<file path="config.mk">
export PLATFORM = sky130hd
export DESIGN_NAME = bert_rx_monitor
export DESIGN_NICKNAME = d
export VERILOG_FILES = /design/src/rtl/bert_rx_pkg.sv /design/src/rtl/bert_ref_gen.sv /design/src/rtl/bert_sync_ctrl.sv /design/src/rtl/bert_counters.sv /design/src/rtl/bert_rx_monitor.sv
export SDC_FILE = /design/constraint.sdc
export NUM_CORES = 1
export LEC_CHECK = 0
export BUFFER_PORTS_ARGS = -buffer_cell sky130_fd_sc_hd__buf_4
export CAP_MARGIN = 20
export CORE_MARGIN = 5
export CORE_UTILIZATION = 45
export DETAILED_ROUTE_END_ITERATION = 6
export SYNTH_ARGS = -nofsm -noshare
export SYNTH_HDL_FRONTEND = slang
export SYNTH_SLANG_ARGS = --single-unit
</file>
<file path="constraint.sdc">
create_clock -name clk -period 8.1 [get_ports clk]
set_input_delay 0.405 -clock clk [delete_from_list [all_inputs] [get_ports clk]]
set_output_delay 0.405 -clock clk [all_outputs]
set_load 0.02 [all_outputs]
</file>
<file path="src/rtl/bert_rx_pkg.sv">
package bert_rx_pkg;
  localparam int REF_W = 32;
  localparam int SEL_W = $clog2(REF_W);

  typedef enum logic {
    ST_HUNT = 1'b0,
    ST_LOCK = 1'b1
  } sync_state_e;

  typedef struct packed {
    logic [SEL_W-1:0] len_m1;
    logic [SEL_W-1:0] tap_m1;
    logic             repeat_mode;
    logic             qrss;
  } pat_cfg_t;
endpackage

</file>
<file path="src/rtl/bert_ref_gen.sv">
module bert_ref_gen
  import bert_rx_pkg::*;
(
  input  logic     clk,
  input  logic     rst_n,
  input  pat_cfg_t cfg,
  input  logic     adv,
  input  logic     load_mode,
  input  logic     load_bit,
  output logic     pred_bit
);
  localparam int QRSS_TAP_A = 16;
  localparam int QRSS_TAP_B = 19;
  localparam int QRSS_RUN   = 14;

  logic [REF_W-1:0] ref_q, ref_d;
  logic             fb_raw, fb, zero_lock;

  always_comb begin
    if (cfg.qrss)             fb_raw = ref_q[QRSS_TAP_A] ^ ref_q[QRSS_TAP_B];
    else if (cfg.repeat_mode) fb_raw = ref_q[cfg.len_m1];
    else                      fb_raw = ref_q[cfg.len_m1] ^ ref_q[cfg.tap_m1];
    zero_lock = ~|ref_q[REF_W-2:0];
    fb        = ((cfg.qrss || !cfg.repeat_mode) && zero_lock) ? 1'b1 : fb_raw;
    pred_bit  = (cfg.qrss && ~|ref_q[QRSS_RUN-1:0]) ? 1'b1 : fb;
    ref_d     = ref_q;
    if (adv) ref_d = {ref_q[REF_W-2:0], load_mode ? load_bit : fb};
  end

  always_ff @(posedge clk or negedge rst_n) begin
    if (!rst_n) ref_q <= '0;
    else        ref_q <= ref_d;
  end

  // a free-running register escapes the all-zero state on the next bit
  p_zero_escape_r3: assert property (@(posedge clk) disable iff (!rst_n)
    (adv && !load_mode && (cfg.qrss || !cfg.repeat_mode) && ~|ref_q[REF_W-2:0])
      |=> ref_q[0]);
endmodule

</file>
<file path="src/rtl/bert_sync_ctrl.sv">
module bert_sync_ctrl
  import bert_rx_pkg::*;
#(
  parameter int WIN    = 64,
  parameter int THRESH = 6,
  parameter int MATCH  = 32
) (
  input  logic clk,
  input  logic rst_n,
  input  logic adv,
  input  logic bit_in,
  input  logic pred_bit,
  output logic hunting,
  output logic err_evt
);
  localparam int MW = $clog2(MATCH);
  localparam int CW = $clog2(WIN + 1);

  sync_state_e     state_q, state_d;
  logic [MW-1:0]   match_q, match_d;
  logic [WIN-1:0]  hist_q, hist_d;
  logic [CW-1:0]   tally_q, tally_d, tally_step;
  logic            miss;

  always_comb begin
    miss       = bit_in ^ pred_bit;
    state_d    = state_q;
    match_d    = match_q;
    hist_d     = hist_q;
    tally_d    = tally_q;
    tally_step = tally_q + CW'(miss) - CW'(hist_q[WIN-1]);
    err_evt    = adv && (state_q == ST_LOCK) && miss;
    if (adv) begin
      if (state_q == ST_HUNT) begin
        if (miss) begin
          match_d = '0;
        end else if (match_q == MW'(MATCH - 1)) begin
          match_d = '0;
          state_d = ST_LOCK;
        end else begin
          match_d = match_q + 1'b1;
        end
      end else begin
        if (tally_step >= CW'(THRESH)) begin
          state_d = ST_HUNT;
          hist_d  = '0;
          tally_d = '0;
        end else begin
          hist_d  = {hist_q[WIN-2:0], miss};
          tally_d = tally_step;
        end
      end
    end
  end

  always_ff @(posedge clk or negedge rst_n) begin
    if (!rst_n) begin
      state_q <= ST_HUNT;
      match_q <= '0;
      hist_q  <= '0;
      tally_q <= '0;
    end else begin
      state_q <= state_d;
      match_q <= match_d;
      hist_q  <= hist_d;
      tally_q <= tally_d;
    end
  end

  assign hunting = (state_q == ST_HUNT);

  p_tally_matches_history_r6: assert property (@(posedge clk) disable iff (!rst_n)
    int'(tally_q) == $countones(hist_q));
  p_tally_below_limit_r6: assert property (@(posedge clk) disable iff (!rst_n)
    int'(tally_q) < THRESH);
  p_hunt_clears_window_r6: assert property (@(posedge clk) disable iff (!rst_n)
    hunting |-> (hist_q == '0));
  p_lock_after_full_run_r3: assert property (@(posedge clk) disable iff (!rst_n)
    $fell(hunting) |-> ($past(match_q) == MW'(MATCH - 1)));
  p_no_error_in_hunt_r7: assert property (@(posedge clk) disable iff (!rst_n)
    hunting |-> !err_evt);
endmodule

</file>
<file path="src/rtl/bert_counters.sv">
module bert_counters #(
  parameter int CNT_W = 32
) (
  input  logic             clk,
  input  logic             rst_n,
  input  logic             adv,
  input  logic             err_evt,
  input  logic             snap,
  output logic [CNT_W-1:0] bit_hold,
  output logic [CNT_W-1:0] err_hold,
  output logic             err_live_nz
);
  logic [CNT_W-1:0] bit_q, bit_d, err_q, err_d;
  logic [CNT_W-1:0] bit_hold_d, err_hold_d;

  function automatic logic [CNT_W-1:0] sat_inc(input logic [CNT_W-1:0] v);
    return (&v) ? v : v + 1'b1;
  endfunction

  always_comb begin
    if (snap) begin
      bit_d      = CNT_W'(adv);
      err_d      = CNT_W'(err_evt);
      bit_hold_d = bit_q;
      err_hold_d = err_q;
    end else begin
      bit_d      = adv     ? sat_inc(bit_q) : bit_q;
      err_d      = err_evt ? sat_inc(err_q) : err_q;
      bit_hold_d = bit_hold;
      err_hold_d = err_hold;
    end
  end

  always_ff @(posedge clk or negedge rst_n) begin
    if (!rst_n) begin
      bit_q    <= '0;
      err_q    <= '0;
      bit_hold <= '0;
      err_hold <= '0;
    end else begin
      bit_q    <= bit_d;
      err_q    <= err_d;
      bit_hold <= bit_hold_d;
      err_hold <= err_hold_d;
    end
  end

  assign err_live_nz = |err_q;

  p_hold_only_on_update_r8: assert property (@(posedge clk) disable iff (!rst_n)
    !snap |=> ($stable(bit_hold) && $stable(err_hold)));
  p_bit_saturates_r9: assert property (@(posedge clk) disable iff (!rst_n)
    ((&bit_q) && adv && !snap) |=> (&bit_q));
  p_err_saturates_r9: assert property (@(posedge clk) disable iff (!rst_n)
    ((&err_q) && err_evt && !snap) |=> (&err_q));
  p_flag_after_error_r7: assert property (@(posedge clk) disable iff (!rst_n)
    err_evt |=> err_live_nz);
endmodule

</file>
<file path="src/rtl/bert_rx_monitor.sv">
module bert_rx_monitor
  import bert_rx_pkg::*;
#(
  parameter int CNT_W  = 32,
  parameter int WIN    = 64,
  parameter int THRESH = 6,
  parameter int MATCH  = 32
) (
  input  logic             clk,
  input  logic             rst_n,
  input  logic [4:0]       cfg_len_m1,
  input  logic [4:0]       cfg_tap_m1,
  input  logic             cfg_repeat,
  input  logic             cfg_qrss,
  input  logic             rx_valid,
  input  logic             rx_bit,
  input  logic             pm_update,
  output logic             err_present,
  output logic             out_of_sync,
  output logic [CNT_W-1:0] bit_count_hold,
  output logic [CNT_W-1:0] err_count_hold
);
  logic [1:0] rst_pipe_q;
  logic       rst_n_sync;
  pat_cfg_t   cfg;
  logic       pred_bit, hunting, err_evt;

  always_ff @(posedge clk or negedge rst_n) begin
    if (!rst_n) rst_pipe_q <= '0;
    else        rst_pipe_q <= {rst_pipe_q[0], 1'b1};
  end
  assign rst_n_sync = rst_pipe_q[1];

  always_comb begin
    cfg.len_m1      = cfg_len_m1;
    cfg.tap_m1      = cfg_tap_m1;
    cfg.repeat_mode = cfg_repeat;
    cfg.qrss        = cfg_qrss;
  end

  bert_ref_gen u_ref (
    .clk       (clk),
    .rst_n     (rst_n_sync),
    .cfg       (cfg),
    .adv       (rx_valid),
    .load_mode (hunting),
    .load_bit  (rx_bit),
    .pred_bit  (pred_bit)
  );

  bert_sync_ctrl #(.WIN(WIN), .THRESH(THRESH), .MATCH(MATCH)) u_sync (
    .clk      (clk),
    .rst_n    (rst_n_sync),
    .adv      (rx_valid),
    .bit_in   (rx_bit),
    .pred_bit (pred_bit),
    .hunting  (hunting),
    .err_evt  (err_evt)
  );

  bert_counters #(.CNT_W(CNT_W)) u_cnt (
    .clk         (clk),
    .rst_n       (rst_n_sync),
    .adv         (rx_valid),
    .err_evt     (err_evt),
    .snap        (pm_update),
    .bit_hold    (bit_count_hold),
    .err_hold    (err_count_hold),
    .err_live_nz (err_present)
  );

  assign out_of_sync = hunting;

  // an idle cycle leaves the lock state alone
  p_idle_keeps_lock_r2: assert property (@(posedge clk) disable iff (!rst_n_sync)
    !rx_valid |=> $stable(out_of_sync));
endmodule

</file>
* After elaboration in Yosys (flattened, before gate mapping)
Cells that the tools add are included.
Storage, ports and cells: flip-flop bits (word level) 239, bits of input ports 17, word-level logic and storage cells 67
Cells by class: add/subtract/negate cells 5, magnitude comparators 3, eq/ne operators 3, multiplexer cells 23, bitwise logic cells 4, reduce and logical (&&, ||, !) cells 19
Operators with widths (count):
- 32-bit 2-to-1 mux | 6
- 32-bit by 1-bit adder with 32-bit output, second input constant | 2
- 64-bit 2-to-1 mux | 1
- 32-bit AND reduction | 2
- 32-bit OR reduction | 1
- 31-bit OR reduction | 1
- 14-bit OR reduction | 1
- 5-bit by 6-bit < comparator with 1-bit output, second input constant | 2
- 1-bit 2-to-1 mux | 11
- 1-bit binary-select mux with 5-bit select | 2
- 5-bit 2-to-1 mux | 2
- 2-bit AND reduction | 4
- 7-bit by 1-bit adder with 7-bit output | 1
- 7-bit by 3-bit >= comparator with 1-bit output, second input constant | 1
- 7-bit 2-to-1 mux | 1
- 7-bit by 1-bit subtractor with 7-bit output | 1
- 5-bit by 1-bit adder with 5-bit output, second input constant | 1
- 5-bit == test, second input constant | 1
- 1-bit logical AND | 4
- 2-bit inequality test, second input constant | 2
- 2-bit nonzero test | 2
- 1-bit logical NOT | 3
- 1-bit bitwise XOR | 3
- 1-bit logical OR | 1
- 1-bit inverter | 1

* Longest topological paths before layout
Gate-level depths: netlist (run 1).
depth in word-level cells 13, depth in mapped cells 23

* Hierarchy
A second synthesis (run 1) with hierarchy kept.
Unflattened totals: cell total of the unflattened synthesis 1080, area total of the unflattened synthesis 11883.9 um^2
By module, submodules not included:
- bert_counters | instances 1, cells an instance 549, area an instance 6050.8 um^2, seq. area each 3203.1 um^2
- bert_sync_ctrl | instances 1, cells an instance 385, area an instance 3808.7 um^2, seq. area each 1926.8 um^2
- bert_ref_gen | instances 1, cells an instance 143, area an instance 1970.6 um^2, seq. area each 800.8 um^2
- bert_rx_monitor | instances 1, cells an instance 3, area an instance 53.8 um^2, seq. area each 50.0 um^2

* Least setup slack after synthesis (run 1)
Ideal clock, no wire load.
kind input-to-reg, from input port cfg_tap_m1[0], to register u_sync.hist_q[10], library setup time 0.135 ns, arrival 4.674 ns, slack 3.292 ns, cell stages on the path 23, cell sequence buf_6 mux4_2 nor2b_4 a2111oi_4 a221oi_2 nor4b_1 or4_1 buf_2 clkbuf_1 clkbuf_1 inv_1 ha_1 fa_1 a21oi_1 nor2_1 nor2_1 o21bai_1 a21oi_1 xnor2_1 nand4_1 clkbuf_1 clkbuf_1 o21ai_0
On the way: word-level cells in the longest chain between the ends 12
RTL lines:
- from (decl) | RTL line bert_rx_monitor.sv:12 | input logic [4:0] cfg_tap_m1,
- 1-bit binary-select mux with 5-bit select | RTL line bert_ref_gen.sv:22 | else fb_raw = ref_q[cfg.len_m1] ^ ref_q[cfg.tap_m1];
- 1-bit 2-to-1 mux (implied by the code) | RTL line bert_ref_gen.sv:22
- 1-bit bitwise XOR | RTL line bert_ref_gen.sv:22
- 1-bit 2-to-1 mux | RTL line bert_ref_gen.sv:21 | else if (cfg.repeat_mode) fb_raw = ref_q[cfg.len_m1];
- 1-bit 2-to-1 mux | RTL line bert_ref_gen.sv:20 | if (cfg.qrss) fb_raw = ref_q[QRSS_TAP_A] ^ ref_q[QRSS_TAP_B];
- 1-bit 2-to-1 mux | RTL line bert_ref_gen.sv:24 | fb = ((cfg.qrss || !cfg.repeat_mode) && zero_lock) ? 1'b1 : fb_raw;
- 1-bit 2-to-1 mux | RTL line bert_ref_gen.sv:25 | pred_bit = (cfg.qrss && ~|ref_q[QRSS_RUN-1:0]) ? 1'b1 : fb;
- 1-bit bitwise XOR | RTL line bert_sync_ctrl.sv:26 | miss = bit_in ^ pred_bit;
- 7-bit by 1-bit adder with 7-bit output | RTL line bert_sync_ctrl.sv:31 | tally_step = tally_q + CW'(miss) - CW'(hist_q[WIN-1]);
- 7-bit by 1-bit subtractor with 7-bit output | RTL line bert_sync_ctrl.sv:31
- 7-bit by 3-bit >= comparator with 1-bit output | RTL line bert_sync_ctrl.sv:44 | if (tally_step >= CW'(THRESH)) begin
- 64-bit 2-to-1 mux | RTL line bert_sync_ctrl.sv:44
- to (signal assigned) | RTL line bert_sync_ctrl.sv:65 | hist_q <= hist_d;
- to (decl) | RTL line bert_sync_ctrl.sv:21 | logic [WIN-1:0] hist_q, hist_d;
Every way passes these cells. The select of a mux whose other input is x is not followed. A chain may end at the register's enable or synchronous reset.

* Final worst setup path (run 1)
from register u_ref.ref_q[3], to register u_sync.hist_q[18]
On the way: word-level cells in the longest chain between the ends 12, elaborated cells between the ends (all ways) 20
RTL lines:
- from (decl) | RTL line bert_ref_gen.sv:16 | logic [REF_W-1:0] ref_q, ref_d;
- from (signal assigned) | RTL line bert_ref_gen.sv:32 | else ref_q <= ref_d;
- 1-bit binary-select mux with 5-bit select (on tied branches) | RTL line bert_ref_gen.sv:21, bert_ref_gen.sv:22
- 1-bit 2-to-1 mux (on tied branches) | RTL line bert_ref_gen.sv:21, bert_ref_gen.sv:22
- 1-bit bitwise XOR | RTL line bert_ref_gen.sv:22
- 1-bit 2-to-1 mux | RTL line bert_ref_gen.sv:21
- 1-bit 2-to-1 mux | RTL line bert_ref_gen.sv:20
- 1-bit 2-to-1 mux | RTL line bert_ref_gen.sv:24
- 1-bit 2-to-1 mux * | RTL line bert_ref_gen.sv:25
- 1-bit bitwise XOR * | RTL line bert_sync_ctrl.sv:26
- 7-bit by 1-bit adder with 7-bit output * | RTL line bert_sync_ctrl.sv:31
- 7-bit by 1-bit subtractor with 7-bit output * | RTL line bert_sync_ctrl.sv:31
- 7-bit by 3-bit >= comparator with 1-bit output * | RTL line bert_sync_ctrl.sv:44
- 64-bit 2-to-1 mux * | RTL line bert_sync_ctrl.sv:44
Mark *: on every way between the ends. The rest lies on a longest branch, timed or not. The select of a mux whose other input is x is not followed.

==> flow_summary.toml, run 1 <==
[floorplanning]
initial_utilization_pct = 45.9
die_h_um = 168
die-area_um2 = 28100
core-area_um2 = 24400
num_rows = 57
dieWidth_um = 168
ios = 83

[timing]
finalHoldViolCount = 0
whs_ns = 0.198
max-slew-margin-rel_pct = 36.1
fin_crit_sh_pct = 59.7
tns_ns = 0
clock_skew_ns = 0.0276
maxSlewViolCount = 0
max_freq_ghz = 0.207
rsz0062_at_grt = "no"
fin_crit_ns = 4.84
worst_pin_slew_ns = 0.958
setup_viol = 0

[grt]
grtUsageTotal_pct = 16.0
grt_pass1_wl_mm = 39.2
grt_overflow = 0
grt_max_degree = 88
grt_pass1_vias = 7793
antenna_found_initial = 0

[worst_hold_path]
min_path_type = "in -> async"

[logic_synthesis]
synth.distinct_cells = 52
synth_area_leaders = "dfrtp_1 (53%), mux2_2 (10%), nand2_1 (5.4%), o21ai_0 (4.4%), mux4_2 (3.0%)"
synthTopCellsByCount = "dfrtp_1 (239), nand2_1 (160), mux2_2 (100)"
syn_area_um2 = 11200
netlist.area_leader.share_pct = 53.4
synth_fp_nets = 1085
ys.warnings.count = 0
ys.flop_type = "dfrtp_1"
ys_seq_area_share_pct = 53.4
synth.most_common_cell = "dfrtp_1"
synth_cells = 1055
synth_edf_count = 0
synthArstFlopShare_pct = 100
ys_ff_latch = 239
synth_top_area_cell = "dfrtp_1"
synth.avg_cell_area_um2 = 10.6

[clock_tree]
clkTransAtPathRegs_ns = 0.06
cts_made_buffers = 27
clock_sinks = 239
root_buffer = "clkbuf_16"
insertion_delay_ns = 0.54
h-tree-depth = 1
cts_resized = 0
cts_tree = "built"
clockBufferDepth = 3

[final_layout]
drive_above_1_share_pct = 22.7
multi_input_area_um2 = 4870
n_antenna_cell = 0
nFillCells = 2187
syn2layout_area_growth_pct = 15.9
fin_area_um2 = 13000
fin_nets = 1142
final-seq-area_um2 = 5980

[placed_design]
placed_area_um2 = 12000
detailed_place_hpwl_mm = 14.4
portBuffers = 82
gp_congestion = 0.802

[power]
vdd_ir_drop_max_mv = 0.155
power.density_nw_per_um2 = 230
leakage_nw = 5.77
p_total_mw = 2.99

[setup_path]
slowest_delay_ns = 0.49
cp-end-kind = "flip-flop"
cp_max_fo = 68
path_cells = "mux4_2, nor2b_4, a2111oi_4, a221oi_2, nor4b_1, or4_2, buf_4, inv_1, ha_1, fa_1, a21oi_1, nor2_1, nor2_1, o21bai_1, a21oi_1, xnor2_1, nand4_1, buf_4, o21ai_0"
crit_arrival_ns = 5.20
path_buf_inv = 3
cp-start-kind = "flip-flop"
crit_family = "compound AO/OA/AOI/OAI gates"
crit_type = "reg -> reg"
cp.required_ns = 8.46
reg2reg_slack_ns = 3.26
slowest_stage = "mux4_2"

[job]
drv_cap = 0

[drt]
viasPerCell = 5.50
vias = 8001
routed_wl_mm = 22.8
antenna_left = 0
wire_per_inst_um = 15.7
drtIter0Drc = 650
dr.pass1.iters = 5
drc = 0

[status]
outcome = "complete, no violations"
[through the flow]
| stage | utilization, % | setup WS [ns] | instances |
|---|---|---|---|
| after floorplan | - | 0.946 | 1055 |
| after global placement | 49.4 | 3.19 | 1406 |
| after detailed placement | 49.4 | 3.06 | 1406 |
| after CTS | 53.2 | 3.25 | 1454 |
| after global routing | 53.2 | 2.75 | 1454 |
| final | 53.2 | 3.26 | 1454 |
[placed cells by master, fill, tap and decap left out, types with 9 or more instances in the layout]
| cell type | n |
|---|---|
| a21oi_1 | 44 |
| inv_1 | 26 |
| mux4_2 | 15 |
| and4_1 | 9 |
| buf_4 | 90 |
| nand2_1 | 159 |
| ha_1 | 12 |
| o21ai_0 | 99 |
| nor2_1 | 46 |
| dfrtp_1 | 238 |
| nor3_1 | 10 |
| and3_1 | 19 |
| or3_1 | 32 |
| clkbuf_16 | 27 |
| mux2_2 | 100 |
| xor2_1 | 15 |
| xnor2_1 | 14 |
| nand3_1 | 27 |
| nor4_1 | 21 |
| nand4_1 | 29 |
[metal layers]
| metal | vias up | global-route usage [%] | share of wire, % |
|---|---|---|---|
| met2 | 137 | 25.2 | 46 |
| met3 | 35 | 2.45 | 3.9 |
| met5 | - | 0 | 0 |
| met1 | 3962 | 23.5 | 48 |
| met4 | 0 | 3.78 | 2.0 |
| li1 | 3867 | - | - |
[flip-flops by register name, indices dropped and copies added (netlist names)]
| name | count |
|---|---|
| rst_pipe_q | 2 |
| u_ref.ref_q | 32 |
| u_sync.tally_q | 7 |
| u_sync.hist_q | 64 |
| u_cnt.bit_q | 32 |
| u_cnt.err_hold | 32 |
| u_sync.state_q | 1 |
| u_cnt.bit_hold | 32 |
| u_cnt.err_q | 32 |
| u_sync.match_q | 5 |
[cell families (layout without fill, tap and decap cells)]
kind of cell             Yosys count  after routing  share of synthesized area, %
AND/OR/NAND/NOR                  390            390                          17.3
flip-flops                       239            239                          53.4
buffers and inverters             89            164                          3.17
XOR/XNOR                          29             29                          2.27
other                              1              1                        0.0335
adder cells (fa/ha/maj)           13             13                          1.52
multiplexers                     121            121                          13.6
AO/OA/AOI/OAI                    173            173                          8.68
[worst register-to-register path, stage by stage, from the launching register on]
cell and delay (ns):
dfrtp_1 0.43, mux4_2 0.49, nor2b_4 0.15, a2111oi_4 0.33, a221oi_2 0.10, nor4b_1 0.27
or4_2 0.16, buf_4 0.46, inv_1 0.14, ha_1 0.25, fa_1 0.40, a21oi_1 0.18
nor2_1 0.05, nor2_1 0.15, o21bai_1 0.08, a21oi_1 0.17, xnor2_1 0.10, nand4_1 0.09
buf_4 0.48, o21ai_0 0.22
[power by group]
group / total [mW] / internal, mW / switching [mW]
Clock: 1.27 / 0.791 / 0.475
Sequential: 1.37 / 1.27 / 0.103
Combinational: 0.348 / 0.169 / 0.179
Total: 2.99 / 2.23 / 0.756
[area by class of cell]
type	instances	share of cell area, %
clock buffers	37	5.96
clock inverters	10	1.23
inverters	26	0.752
multi-input cells	727	37.6
flip-flops and latches	239	46.1
well taps	324	3.12
repair buffers	91	5.28
[final timing paths]
path / to / from / cells past startpoint
worst min register to register: rst_pipe_q[1] / rst_pipe_q[0] / 0
worst min-delay path: rst_pipe_q[1] / rst_n / 2
worst max register to register: u_sync.hist_q[18] / u_ref.ref_q[3] / 19
worst max-delay path: u_sync.hist_q[18] / u_ref.ref_q[3] / 19
max in group asynchronous: u_sync.hist_q[2] / rst_pipe_q[1] / 2
min in group clk: u_ref.ref_q[0] / rx_bit / 3
[timing repair]
action,in CTS,in global routing
hold buffers,1,0
hold endpoints to repair,2,0
buffers inserted,0,0
(Power assumes the default switching activity.)
==> run 2, diff against run 1 <==
ABC_AREA = 1   (was unset)
clock period = 4.5 ns   (was 8.1 ns; I/O delays follow)
==> flow_summary.toml, run 2 <==
[clock_tree]
clkTransAtPathRegs_ns = 0.06
cts_tree = "built"
root_buffer = "clkbuf_16"
clock_sinks = 239
insertion_delay_ns = 0.56
holdBufCountCts = 3
h-tree-depth = 1
cts_made_buffers = 28
cts_resized = 0
post-cts-setup-buffers = 0
clockBufferDepth = 3

[setup_path]
cp_max_fo = 61
crit_arrival_ns = 4.42
crit_type = "reg -> reg"
cp.required_ns = 5.00
cp-end-kind = "flip-flop"
cp-start-kind = "flip-flop"

[logic_synthesis]
synth_edf_count = 0
synthMuxAreaShare_pct = 0
ys.flop_type = "dfrtp_1"
ys_seq_area_share_pct = 49.5
synth_xor_area_share_pct = 2.75
synth.avg_cell_area_um2 = 7.93
synth_top_area_cell = "dfrtp_1"
synth_area_leaders = "dfrtp_1 (49%), nand2_1 (17%), nand3_1 (7.0%), o21ai_0 (3.7%), inv_1 (3.2%)"
synthTopCellsByCount = "nand2_1 (532), dfrtp_1 (239), nand3_1 (170)"
synth.most_common_cell = "nand2_1"
synth.distinct_cells = 51
synth_compound_area_share_pct = 5.66
syn_area_um2 = 12100
synth_fa_ha_area_share_pct = 1.41
synth_cells = 1525
synth_fp_nets = 1555
synth_top_family_by_area = "simple AND/OR/NAND/NOR gates"
netlist.area_leader.share_pct = 49.5
synth-simple-area-share_pct = 33.6
ys_ff_latch = 239
synthArstFlopShare_pct = 100
ys.warnings.count = 0

[power]
vdd_ir_drop_max_mv = 0.300
p_total_mw = 5.05
power.density_nw_per_um2 = 364
leakage_nw = 6.78

[final_layout]
final_common_cell = "nand2_1"
nFillCells = 2614
syn2layout_area_growth_pct = 14.9
n_antenna_cell = 0
top_register = "u_sync.hist_q"
post-route-util_pct = 52.0
fin_nets = 1604
most-common-layout-cells = "nand2_1 (531), dfrtp_1 (238), nand3_1 (170), inv_1 (103), nor2_1 (100)"
drive_above_1_share_pct = 12.5
largest_reg_flops = 64

[floorplanning]
num_rows = 60
die-area_um2 = 30200
core-area_um2 = 26700
die_h_um = 174
ios = 83
dieWidth_um = 174
initial_utilization_pct = 45.2

[grt]
gr-usage-met2_pct = 29.9
grt_overflow = 0
met3_usage_pct = 2.74
use_met1_pct = 28.4
grt_busiest_layer = "met2"
grt_max_degree = 79
antenna_found_initial = 0
grt_pass1_vias = 9690
grt_pass1_wl_mm = 49.5
grtUsageTotal_pct = 19.0

[drt]
drc = 0
vias = 10100
antenna_left = 0
dr.pass1.iters = 5
drtIter0Drc = 762
viasPerCell = 5.20
routed_wl_mm = 29.1
wire_per_inst_um = 15.0

[placed_design]
detailed_place_hpwl_mm = 19.1
gp_congestion = 0.893
portBuffers = 82

[timing]
maxSlewViolCount = 0
tns_ns = 0
setup_viol = 0
fin_crit_sh_pct = 87.1
worst_pin_slew_ns = 1.07
fin_crit_ns = 3.92
rsz0062_at_grt = "no"
clock_skew_ns = 0.0253
finalHoldViolCount = 0
max-slew-margin-rel_pct = 28.5
max_freq_ghz = 0.255

[job]
drv_cap = 0

[status]
outcome = "complete, no violations"

[worst_hold_path]
min_path_type = "in -> reg"
==> run 2: cell types whose count changed after synthesis, moves of 13 or more <==
cell,previous run,this run
nand3_2,0,33
nor2_1,47,100
inv_1,26,104
mux2_2,100,0
and3_1,19,1
a21oi_1,44,24
mux4_2,15,0
nand3_1,27,170
nand2_1,160,532
or3_1,32,0
buf_2,2,17
nor3_1,10,27
nand4_1,29,16
==> run 2: final cells by class <==
| cell class | count | area, µm² | area share (%) |
|---|---|---|---|
| clock buffer | 33 | 759 | 5.47 |
| multi-input combinational | 1095 | 5270 | 37.9 |
| timing repair buffer | 97 | 761 | 5.48 |
| sequential | 239 | 5980 | 43.1 |
| tap | 341 | 427 | 3.07 |
| clock inverter | 17 | 249 | 1.79 |
| inverter | 113 | 439 | 3.16 |
==> run 2: worst paths after layout <==
path                            slack, ns  cells past startpoint       startpoint                 end
min in group asynchronous            0.34                      0    rst_pipe_q[1]  u_cnt.bit_hold[19]
worst min-delay path                 0.06                      3           rx_bit      u_ref.ref_q[0]
max in group asynchronous            3.19                      1    rst_pipe_q[1]      u_cnt.err_q[8]
worst max-delay path                 0.58                     16  u_ref.ref_q[15]   u_sync.hist_q[20]
worst min register to register       0.34                      0    rst_pipe_q[1]  u_cnt.bit_hold[19]
worst max register to register       0.58                     16  u_ref.ref_q[15]   u_sync.hist_q[20]
==> run 2: report_power, final <==
part           internal, mW  total (mW)  switching (mW)
sequential             2.21        2.28          0.0731
clock                  1.45        2.40           0.949
combinational         0.116       0.365           0.250
==> run 2: per-stage QoR <==
stage | instance area (µm²) | hold slack, ns | cells | worst slack, ns
2_1_floorplan | 12100 | -0.0706 | 1525 | 0.575
3_3_place_gp | 12800 | 0.00770 | 1882 | 0.561
3_5_place_dp | 12800 | 0.00949 | 1882 | 0.456
4_1_cts | 13900 | 0.0347 | 1935 | 0.563
5_1_grt | 13900 | 0.0625 | 1935 | 0.126
6_report | 13900 | 0.0585 | 1935 | 0.581
==> run 2: routing by layer <==
layer,vias up,routed length [µm],share of wire (%)
met1,4806,14400,49
li1,5008,-,-
met2,213,13100,45
met3,40,1170,4.0
met5,-,0,0
met4,0,497,1.7
==> run 2: cells by family after synthesis <==
| family | count (synthesis) |
|---|---|
| adder cells (fa/ha/maj) | 13 |
| other | 1 |
| flip-flops | 239 |
| XOR/XNOR | 38 |
| AO/OA/AOI/OAI | 128 |
| AND/OR/NAND/NOR | 915 |
| buffers and inverters | 191 |
==> run 2: critical path, cell delays in order (launching register included) <==
cell	delay, ns
dfrtp_1	0.44
a211oi_1	0.28
nand4_1	0.13
nor4_1	0.26
nand3_1	0.25
nand4_2	0.19
nand2_4	0.11
ha_1	0.24
fa_1	0.41
nand3_1	0.09
and2_1	0.15
xor2_1	0.16
o2111ai_1	0.20
a211oi_4	0.40
buf_12	0.30
nand3_1	0.12
nand2_1	0.09
